**src/rtl/bcg_pkg.sv**
```systemverilog
package bcg_pkg;

    // Width of the encoded bus status
    localparam int STAT_W = 3;

    // Status code values; the decoder and the idle detector depend on them
    localparam logic [STAT_W-1:0] CODE_ACK   = 3'b000;
    localparam logic [STAT_W-1:0] CODE_IORD  = 3'b001;
    localparam logic [STAT_W-1:0] CODE_IOWR  = 3'b010;
    localparam logic [STAT_W-1:0] CODE_HALT  = 3'b011;
    localparam logic [STAT_W-1:0] CODE_FETCH = 3'b100;
    localparam logic [STAT_W-1:0] CODE_MEMRD = 3'b101;
    localparam logic [STAT_W-1:0] CODE_MEMWR = 3'b110;
    localparam logic [STAT_W-1:0] CODE_IDLE  = 3'b111;

    // Active-high command vector, one bit per strobe
    typedef struct packed {
        logic mem_rd;
        logic mem_wr;
        logic io_rd;
        logic io_wr;
        logic ack;
    } cmd_t;

    localparam int CMD_W = $bits(cmd_t);

    typedef enum logic [1:0] {
        PH_IDLE = 2'd0,
        PH_ADDR = 2'd1,
        PH_DATA = 2'd2
    } phase_e;

    typedef struct packed {
        phase_e ph;
        logic   was_idle;
        logic   ale;
        cmd_t   pend;
        logic   pend_den;
        cmd_t   act;
        logic   den;
        logic   dir;
    } seq_t;

    localparam seq_t SEQ_RST = '{
        ph:       PH_IDLE,
        was_idle: 1'b0,
        ale:      1'b0,
        pend:     '0,
        pend_den: 1'b0,
        act:      '0,
        den:      1'b0,
        dir:      1'b0
    };

endpackage

```
**src/rtl/bcg_decode.sv**
```systemverilog
module bcg_decode
    import bcg_pkg::*;
(
    input  logic [STAT_W-1:0] code_i,
    output cmd_t              cmd_o,
    output logic              den_o,
    output logic              dir_o,
    output logic              idle_o
);

    always_comb begin
        cmd_o  = '0;
        den_o  = 1'b1;
        dir_o  = 1'b0;
        idle_o = 1'b0;
        case (code_i)
            CODE_ACK:   cmd_o.ack    = 1'b1;
            CODE_IORD:  cmd_o.io_rd  = 1'b1;
            CODE_IOWR: begin
                cmd_o.io_wr = 1'b1;
                dir_o       = 1'b1;
            end
            CODE_FETCH: cmd_o.mem_rd = 1'b1;
            CODE_MEMRD: cmd_o.mem_rd = 1'b1;
            CODE_MEMWR: begin
                cmd_o.mem_wr = 1'b1;
                dir_o        = 1'b1;
            end
            CODE_HALT:  den_o = 1'b0;
            default: begin
                den_o  = 1'b0;
                idle_o = 1'b1;
            end
        endcase
    end

endmodule

```
**src/rtl/bcg_seq.sv**
```systemverilog
module bcg_seq
    import bcg_pkg::*;
(
    input  logic clk_i,
    input  logic rst_i,
    input  logic idle_i,
    input  cmd_t cmd_i,
    input  logic den_i,
    input  logic dir_i,
    output logic ale_o,
    output cmd_t act_o,
    output logic den_o,
    output logic dir_o
);

    seq_t seq_d, seq_q;

    always_comb begin
        seq_d          = seq_q;
        seq_d.was_idle = idle_i;
        seq_d.ale      = 1'b0;
        case (seq_q.ph)
            PH_IDLE: begin
                // Start only on an idle-to-active change
                if (seq_q.was_idle && !idle_i) begin
                    seq_d.ph       = PH_ADDR;
                    seq_d.ale      = 1'b1;
                    seq_d.pend     = cmd_i;
                    seq_d.pend_den = den_i;
                    seq_d.dir      = dir_i;
                end
            end
            PH_ADDR: begin
                if (idle_i) begin
                    seq_d.ph       = PH_IDLE;
                    seq_d.pend     = '0;
                    seq_d.pend_den = 1'b0;
                    seq_d.dir      = 1'b0;
                end else begin
                    seq_d.ph  = PH_DATA;
                    seq_d.act = seq_q.pend;
                    seq_d.den = seq_q.pend_den;
                end
            end
            PH_DATA: begin
                // Captured code is held; only idle ends the cycle
                if (idle_i) begin
                    seq_d.ph       = PH_IDLE;
                    seq_d.act      = '0;
                    seq_d.den      = 1'b0;
                    seq_d.dir      = 1'b0;
                    seq_d.pend     = '0;
                    seq_d.pend_den = 1'b0;
                end
            end
            default: seq_d = SEQ_RST;
        endcase
    end

    always_ff @(posedge clk_i) begin
        if (rst_i) begin
            seq_q <= SEQ_RST;
        end else begin
            seq_q <= seq_d;
        end
    end

    assign ale_o = seq_q.ale;
    assign act_o = seq_q.act;
    assign den_o = seq_q.den;
    assign dir_o = seq_q.dir;

endmodule

```
**src/rtl/bcg_cmd_gen.sv**
```systemverilog
module bcg_cmd_gen
    import bcg_pkg::*;
(
    input  logic              clk_i,
    input  logic              rst_i,
    input  logic [STAT_W-1:0] bus_stat_i,
    output logic              ale_o,
    output logic              mem_rd_n_o,
    output logic              mem_wr_n_o,
    output logic              io_rd_n_o,
    output logic              io_wr_n_o,
    output logic              int_ack_n_o,
    output logic              data_en_o,
    output logic              data_dir_o
);

    cmd_t dec_cmd;
    logic dec_den;
    logic dec_dir;
    logic dec_idle;
    cmd_t act;

    bcg_decode i_decode (
        .code_i (bus_stat_i),
        .cmd_o  (dec_cmd),
        .den_o  (dec_den),
        .dir_o  (dec_dir),
        .idle_o (dec_idle)
    );

    bcg_seq i_seq (
        .clk_i  (clk_i),
        .rst_i  (rst_i),
        .idle_i (dec_idle),
        .cmd_i  (dec_cmd),
        .den_i  (dec_den),
        .dir_i  (dec_dir),
        .ale_o  (ale_o),
        .act_o  (act),
        .den_o  (data_en_o),
        .dir_o  (data_dir_o)
    );

    assign mem_rd_n_o  = ~act.mem_rd;
    assign mem_wr_n_o  = ~act.mem_wr;
    assign io_rd_n_o   = ~act.io_rd;
    assign io_wr_n_o   = ~act.io_wr;
    assign int_ack_n_o = ~act.ack;

endmodule

```
**config.mk**
```make
export PLATFORM = sky130hd
export DESIGN_NAME = bcg_cmd_gen
export DESIGN_NICKNAME = d
export VERILOG_FILES = /design/src/rtl/bcg_pkg.sv /design/src/rtl/bcg_decode.sv /design/src/rtl/bcg_seq.sv /design/src/rtl/bcg_cmd_gen.sv
export SDC_FILE = /design/constraint.sdc
export NUM_CORES = 1
export LEC_CHECK = 0
export ABC_AREA = 1
export BUFFER_PORTS_ARGS = -buffer_cell sky130_fd_sc_hd__buf_2
export CAP_MARGIN = 25
export CORE_ASPECT_RATIO = 1.2
export CORE_UTILIZATION = 40
export DETAILED_ROUTE_END_ITERATION = 10
export PLACE_DENSITY_LB_ADDON = 0.08
export SYNTH_ARGS = -nofsm -noshare
export SYNTH_HDL_FRONTEND = slang
export SYNTH_SLANG_ARGS = --single-unit
```
**constraint.sdc**
```tcl
create_clock -name clk_i -period 3.1 [get_ports clk_i]
set_input_delay 0.465 -clock clk_i [delete_from_list [all_inputs] [get_ports clk_i]]
set_output_delay 0.465 -clock clk_i [all_outputs]
set_load 0.01 [all_outputs]
```
==> results of run 1 <==
## where the power goes
group	total, mW	internal (mW)	leakage (nW)	switching [mW]
sequential	0.222	0.220	0.137	0.00172
combinational	0.0217	0.00611	0.147	0.0155
clock	0.116	0.0478	0.0177	0.0678
total	0.359	0.274	0.302	0.0851
## flip-flops by register name, indices dropped and copies added (netlist names)
name	count
i_seq.seq_q	9
i_seq.act_o	5
i_seq.ale_o	1
i_seq.den_o	1
i_seq.dir_o	1
## synthesized netlist by cell type
master / count
nand2_1: 20
dfxtp_1: 17
a21oi_1: 13
inv_1: 13
nand3_1: 11
nor2_1: 6
nand4_1: 4
nor3_1: 3
clkbuf_8: 2
nand2_2: 2
nand3_2: 1
nor3b_1: 1
## cell type report
class / instances / area share (%)
clock buffers: 3 / 2.86
clock inverters: 1 / 0.636
inverters: 13 / 6.20
multi-input cells: 61 / 36.6
flip-flops and latches: 17 / 43.2
well taps: 18 / 2.86
repair buffers: 12 / 7.63
## layer usage
metal	track usage [%]	wire, um	vias to the layer above
met5	0	0	-
met4	8.00	13	0
met3	4.19	45	2
met2	26.5	667	11
met1	22.5	679	268
li1	-	-	330
## stage by stage
| step | hold WS, ns | instances | total power, mW | instance area [um^2] |
|---|---|---|---|---|
| 3_3_place_gp | 0.454 | 121 | 0.249 | 759 |
| 3_5_place_dp | 0.454 | 121 | 0.249 | 759 |
| 5_1_grt | 0.487 | 125 | 0.378 | 787 |
| 6_report | 0.466 | 125 | 0.359 | 787 |
| 4_1_cts | 0.470 | 125 | 0.366 | 787 |
| 2_1_floorplan | 0.437 | 93 | 0.243 | 704 |
## worst min path at each step
| stage | from | end | slack, ns |
|---|---|---|---|
| 2_1_floorplan | i_seq.seq_q[10] | i_seq.act_o[2] | 0.44 |
| 3_3_place_gp | i_seq.seq_q[11] | i_seq.act_o[3] | 0.45 |
| 3_5_place_dp | i_seq.seq_q[9] | i_seq.seq_q[9] | 0.45 |
| 4_1_cts | i_seq.seq_q[9] | i_seq.seq_q[9] | 0.47 |
| 5_1_grt | i_seq.dir_o | i_seq.dir_o | 0.49 |
| 6_report | i_seq.dir_o | i_seq.dir_o | 0.47 |
## cell usage in the layout, fill, tap and decap left out
cell	netlist	final
nor2_1	6	6
nor3b_1	1	1
nor3_1	3	3
buf_2	0	12
dfxtp_1	17	17
clkbuf_4	0	3
a21oi_1	13	13
nand4_1	4	4
nand2_1	20	20
nand3_1	11	11
nand3_2	1	1
nand2_2	2	2
clkinv_2	0	1
inv_1	13	13
## worst max-delay path, stage by stage, from the launching register on
cell	delay (ns)
dfxtp_1	0.35
nor2_1	0.37
nand2_1	0.15
nand2_2	0.15
nand2_1	0.07
a21oi_1	0.12
## logic make-up (layout without fill, tap and decap cells)
group	after synthesis	in the layout	share of synthesized area [%]
AOI/OAI and AO/OA	13	13	9.24
DFF	17	17	48.3
buffers and inverters	15	29	10.8
and+or+nand+nor	48	48	31.6
==> run_results.csv, run 1 <==
group,metric,value,unit
route,via_per_inst,4.89,
hold_path,min_path_cells,2,
timing,fmax,779,MHz
floorplanning,io_pins,13,
clocking,cts.sinks,17,
worst_setup_path,r2r-start,"i_seq.seq_q[16]",
route,drt_first_iter_violations,16,
placed_design,io_buffers,12,
clocking,htree_levels,1,
route,drc,0,
clocking,cts_resized,0,
clocking,cts_root_buf,"clkbuf_4",
layout,nNetsFinal,113,
layout,syn_to_final_growth,11.7,%
floorplanning,dieArea,0.00193,mm^2
clocking,clock_latency,0.28,ns
floorplanning,die_height,48.0,um
yosys,synth.avg_cell_area,7.57,um^2
timing,maxSlewViolCount,0,
timing,finalWorstSetupSlack,1.82,ns
yosys,yosys_warnings,0,
worst_setup_path,worstSetupStartpoint,"i_seq.seq_q[16]",
timing,tightest_slew,0.439,ns
timing,finalSetupViolCount,0,
worst_setup_path,worst_setup_path_start_kind,"flop",
layout,fin_util,47.9,%
worst_setup_path,crit_required,3.32,ns
timing,setup-tns-final,0,ns
timing,relSlewSlack,70.7,%
clocking,cts_tree,"yes",
floorplanning,die_x,40.3,um
route,ant_nets,0,
worst_setup_path,crit_type,"flop to flop",
worst_setup_path,crit_arrival,1.50,ns
grt,overflow,0,
placed_design,dp_hpwl,999,um
outcome,status,"complete, no violations",
power_and_ir_drop,vdd_drop_max,0.000264,V
worst_setup_path,r2r-end,"i_seq.seq_q[11]",
worst_setup_path,setup.worst_path.end_class,"flop",
route,vias,611,
route,wirelength,1.41,mm
clocking,cts_buffer_depth,2,
timing,hold_viol,0,
grt,grt_pass1_vias,456,
layout,drive_gt1_share,17.8,%
worst_setup_path,cp_max_fo,7,
clocking,cts_buffers,3,
job,drv_cap,0,
worst_setup_path,ff2ff_path_depth,5,
yosys,ys_seq_area_share,48.3,%
clocking,cts_hold_buf,0,
hold_path,hold_class,"flop to flop",
layout,multiInputGateArea,288,um^2
placed_design,globalplace.congestion,0.809,
layout,fillers,185,
yosys,yosysTopAreaCell,"dfxtp_1",
clocking,path_clk_slew,0.10,ns
yosys,syn_nets,98,
floorplanning,fp-row-count,16,
grt,grt.total_usage,17.2,%
clocking,post_cts_buffers,0,
power_and_ir_drop,power_density,457,mW/mm^2
layout,diodes,0,
yosys,netlist.area_leader.share,48.3,%
timing,finClkSkew,0.000667,ns
floorplanning,coreArea,0.00164,mm^2
yosys,synth_cell_type_count,12,
route,drtPass1Iterations,4,
worst_setup_path,rrSetupSlack,1.82,ns
layout,seq_area,340,um^2
floorplanning,start_util,42.9,%
grt,grt_max_degree,18,
power_and_ir_drop,leakagePower,0.302,nW
route,wl_per_cell,11.2,um
timing,rsz0062_at_grt,"no",
yosys,syn_inst,93,
worst_setup_path,crit_end,"i_seq.seq_q[11]",
timing,period_share,41.4,%
yosys,ys_ff_latch,17,
yosys,netlist_area,704,um^2
placed_design,post-place-ws,1.73,ns
grt,antenna_found_initial,0,
yosys,synth_area_leaders,"dfxtp_1 (48%), nand2_1 (11%), a21oi_1 (9.2%)",
timing,finalCriticalPeriod,1.28,ns
grt,grt_first_pass_wirelength,2.17,mm
(Power assumes the default switching activity.)
==> run 2, diff against run 1 <==
--- a/config.mk
+++ b/config.mk
@@ -5,7 +5,7 @@
 export SDC_FILE = /design/constraint.sdc
 export NUM_CORES = 1
 export LEC_CHECK = 0
-export ABC_AREA = 1
+export ABC_AREA = 0
 export BUFFER_PORTS_ARGS = -buffer_cell sky130_fd_sc_hd__buf_2
 export CAP_MARGIN = 25
 export CORE_ASPECT_RATIO = 1.2
==> constraint.sdc (replaced) <==
create_clock -name clk_i -period 1.1 [get_ports clk_i]
set_input_delay 0.165 -clock clk_i [delete_from_list [all_inputs] [get_ports clk_i]]
set_output_delay 0.165 -clock clk_i [all_outputs]
set_load 0.01 [all_outputs]
==> run_results.csv, run 2 <==
group,metric,value,unit
outcome,status,"finished, violations left",
outcome,violations,"negative setup slack",
layout,syn_to_final_growth,40.8,%
clocking,cts_buffer_depth,2,
timing,finalSetupViolCount,10,
floorplanning,dieArea,0.00218,mm^2
yosys,synthTopCellsByCount,"dfxtp_1 (17), inv_1 (8), nand2_1 (8), a31oi_1 (6), nand3_1 (6)",
grt,grt_first_pass_wirelength,3.04,mm
timing,period_share,117,%
grt,busiest_layer,"met2",
yosys,ys_ff_latch,17,
yosys,yosys_warnings,0,
yosys,synth_mux_area_share,0,%
layout,multiInputGateArea,437,um^2
timing,fmax,778,MHz
grt,grt.total_usage,18.8,%
layout,final_cell_area,0.00112,mm^2
grt,antenna_found_initial,0,
grt,grt_use_met2,31.8,%
placed_design,dpl.cell_count,135,
timing,maxSlewViolCount,0,
yosys,syn_inst,88,
timing,hold_viol,0,
grt,grt_util_met1,21.9,%
yosys,synth_top_family_by_area,"simple AND/OR/NAND/NOR gates",
yosys,netlist_area,797,um^2
clocking,cts_buffers,3,
yosys,yosys.area_share.simple,25.4,%
grt,met3_usage,3.18,%
yosys,synth_compound_area_share,21.5,%
route,drt_first_iter_violations,4,
yosys,yosysTopAreaCell,"dfxtp_1",
grt,overflow,0,
yosys,synth_area_leaders,"dfxtp_1 (43%), a31oi_1 (4.7%), nand4_1 (3.9%)",
yosys,ys.flop_type,"dfxtp_1",
yosys,synth_xor_area_share,1.10,%
worst_setup_path,setup.worst_path.end_class,"flop",
job,drv_cap,0,
floorplanning,die_height,50.9,um
layout,diodes,0,
placed_design,globalplace.congestion,0.778,
route,via_per_inst,5.46,
layout,regMostFlops,"i_seq.seq_q",
placed_design,dp_hpwl,1.38,mm
yosys,async_reset_ff_share,0,%
timing,relSlewSlack,80.9,%
clocking,cts.sinks,17,
layout,nNetsFinal,127,
timing,finalCriticalPeriod,1.29,ns
timing,finClkSkew,0.00196,ns
grt,grt_max_degree,13,
floorplanning,die_x,42.8,um
timing,tightest_slew,0.286,ns
clocking,clock_latency,0.29,ns
power_and_ir_drop,leakagePower,0.444,nW
clocking,htree_levels,1,
route,vias,764,
power_and_ir_drop,power.share.sequential,56.3,%
placed_design,dpl_cell_area,0.00102,mm^2
power_and_ir_drop,swShare,25.5,%
power_and_ir_drop,p_int,0.825,mW
layout,fin_cells,140,
route,ant_nets,0,
power_and_ir_drop,vdd_drop_max,0.000562,V
layout,largest_register_ffs,9,
hold_path,hold_class,"input port to flop",
route,drtPass1Iterations,4,
clocking,cts_hold_buf,0,
placed_design,io_buffers,12,
layout,seq_area,348,um^2
route,drc,0,
yosys,netlist.area_leader.share,42.7,%
layout,final_common_cell,"buf_4",
route,wl_per_cell,13.2,um
worst_setup_path,worst_setup_path_start_kind,"flop",
yosys,synth_fa_ha_area_share,0,%
worst_setup_path,cp_max_fo,5,
yosys,syn_nets,93,
layout,fillers,168,
worst_setup_path,crit_type,"flop to flop",
yosys,post-synth-top-count-cell,"dfxtp_1",
worst_setup_path,crit_required,1.35,ns
clocking,path_clk_slew,0.10,ns
worst_setup_path,crit_arrival,1.53,ns
yosys,ys_seq_area_share,42.7,%
floorplanning,fp-row-count,17,
clocking,cts_tree,"yes",
floorplanning,coreArea,0.00185,mm^2
timing,holdWs,0.207,ns
power_and_ir_drop,power,1.11,mW
timing,finalWorstSetupSlack,-0.185,ns
power_and_ir_drop,power_density,986,mW/mm^2
floorplanning,start_util,43.1,%
power_and_ir_drop,p_comb_share,13.0,%
floorplanning,io_pins,13,
yosys,synth_edf_count,0,
power_and_ir_drop,power.switching,0.282,mW
layout,drive_gt1_share,50.4,%
power_and_ir_drop,pwr-share-clk,30.7,%
layout,final_cell_mix,"buf_4 (19), dfxtp_1 (15), buf_2 (12), inv_1 (7)",
yosys,synth_cell_type_count,34,
yosys,synth.avg_cell_area,9.06,um^2
timing,rsz0062_at_grt,"yes",
route,wirelength,1.85,mm
clocking,cts_root_buf,"clkbuf_4",
grt,grt_pass1_vias,688,
[run 2: power groups by stage]
stage	Sequential [mW]	Combinational (mW)	Clock, mW
floorplan	0.640	0.0643	0
global placement	0.641	0.126	0
detailed placement	0.642	0.127	0
CTS	0.624	0.130	0.352
global route	0.625	0.154	0.388
finish	0.624	0.143	0.340
[run 2: worst paths after layout]
path | startpoint | endpoint | slack (ns) | cells past startpoint
hold reg to reg | i_seq.seq_q[7] | i_seq.seq_q[7] | 0.47 | 2
setup / recovery | i_seq.seq_q[15] | i_seq.seq_q[8] | -0.19 | 3
setup reg to reg | i_seq.seq_q[15] | i_seq.seq_q[8] | -0.19 | 3
hold / removal | rst_i | i_seq.act_o[1] | 0.21 | 3
[run 2: cell families after synthesis]
| logic type | Yosys count |
|---|---|
| buffers and inverters | 14 |
| XOR/XNOR | 1 |
| AND/OR/NAND/NOR | 34 |
| flip-flops | 17 |
| AO/OA/AOI/OAI | 22 |
[run 2: layout make-up]
class	count	area share [%]
Sequential cell	17	31.0
Clock buffer	3	2.01
Clock inverter	1	0.446
Multi-Input combinational cell	57	38.9
Tap cell	19	2.12
Inverter	8	2.68
Timing Repair Buffer	35	22.9
[run 2: repair_timing]
| item | CTS | global route |
|---|---|---|
| resized for setup | 7 | 12 |
| setup endpoints to repair | 10 | 15 |
| pin swaps | 3 | 6 |
| setup buffers | 0 | 1 |
[run 2: critical path, stage by stage, from the launching register on]
cell and delay, ns:
dfxtp_4 0.37, or4b_4 0.58, nor3_4 0.15, a32o_2 0.14
[run 2: through the flow]
stage               utilization (%)  TNS [ns]  setup WS (ns)
CTS                            57.9     -1.65         -0.198
floorplan                         -    -0.949         -0.195
global route                   60.6     -1.69         -0.213
global placement               55.2     -1.27         -0.175
detailed placement             55.2     -1.31         -0.187
finish                         60.6     -1.28         -0.185
[run 2: layer usage]
layer | vias to the layer above | share of wire [%]
met5 | - | 0
met4 | 0 | 1.6
met3 | 4 | 2.9
met2 | 17 | 50
met1 | 351 | 45
li1 | 392 | -
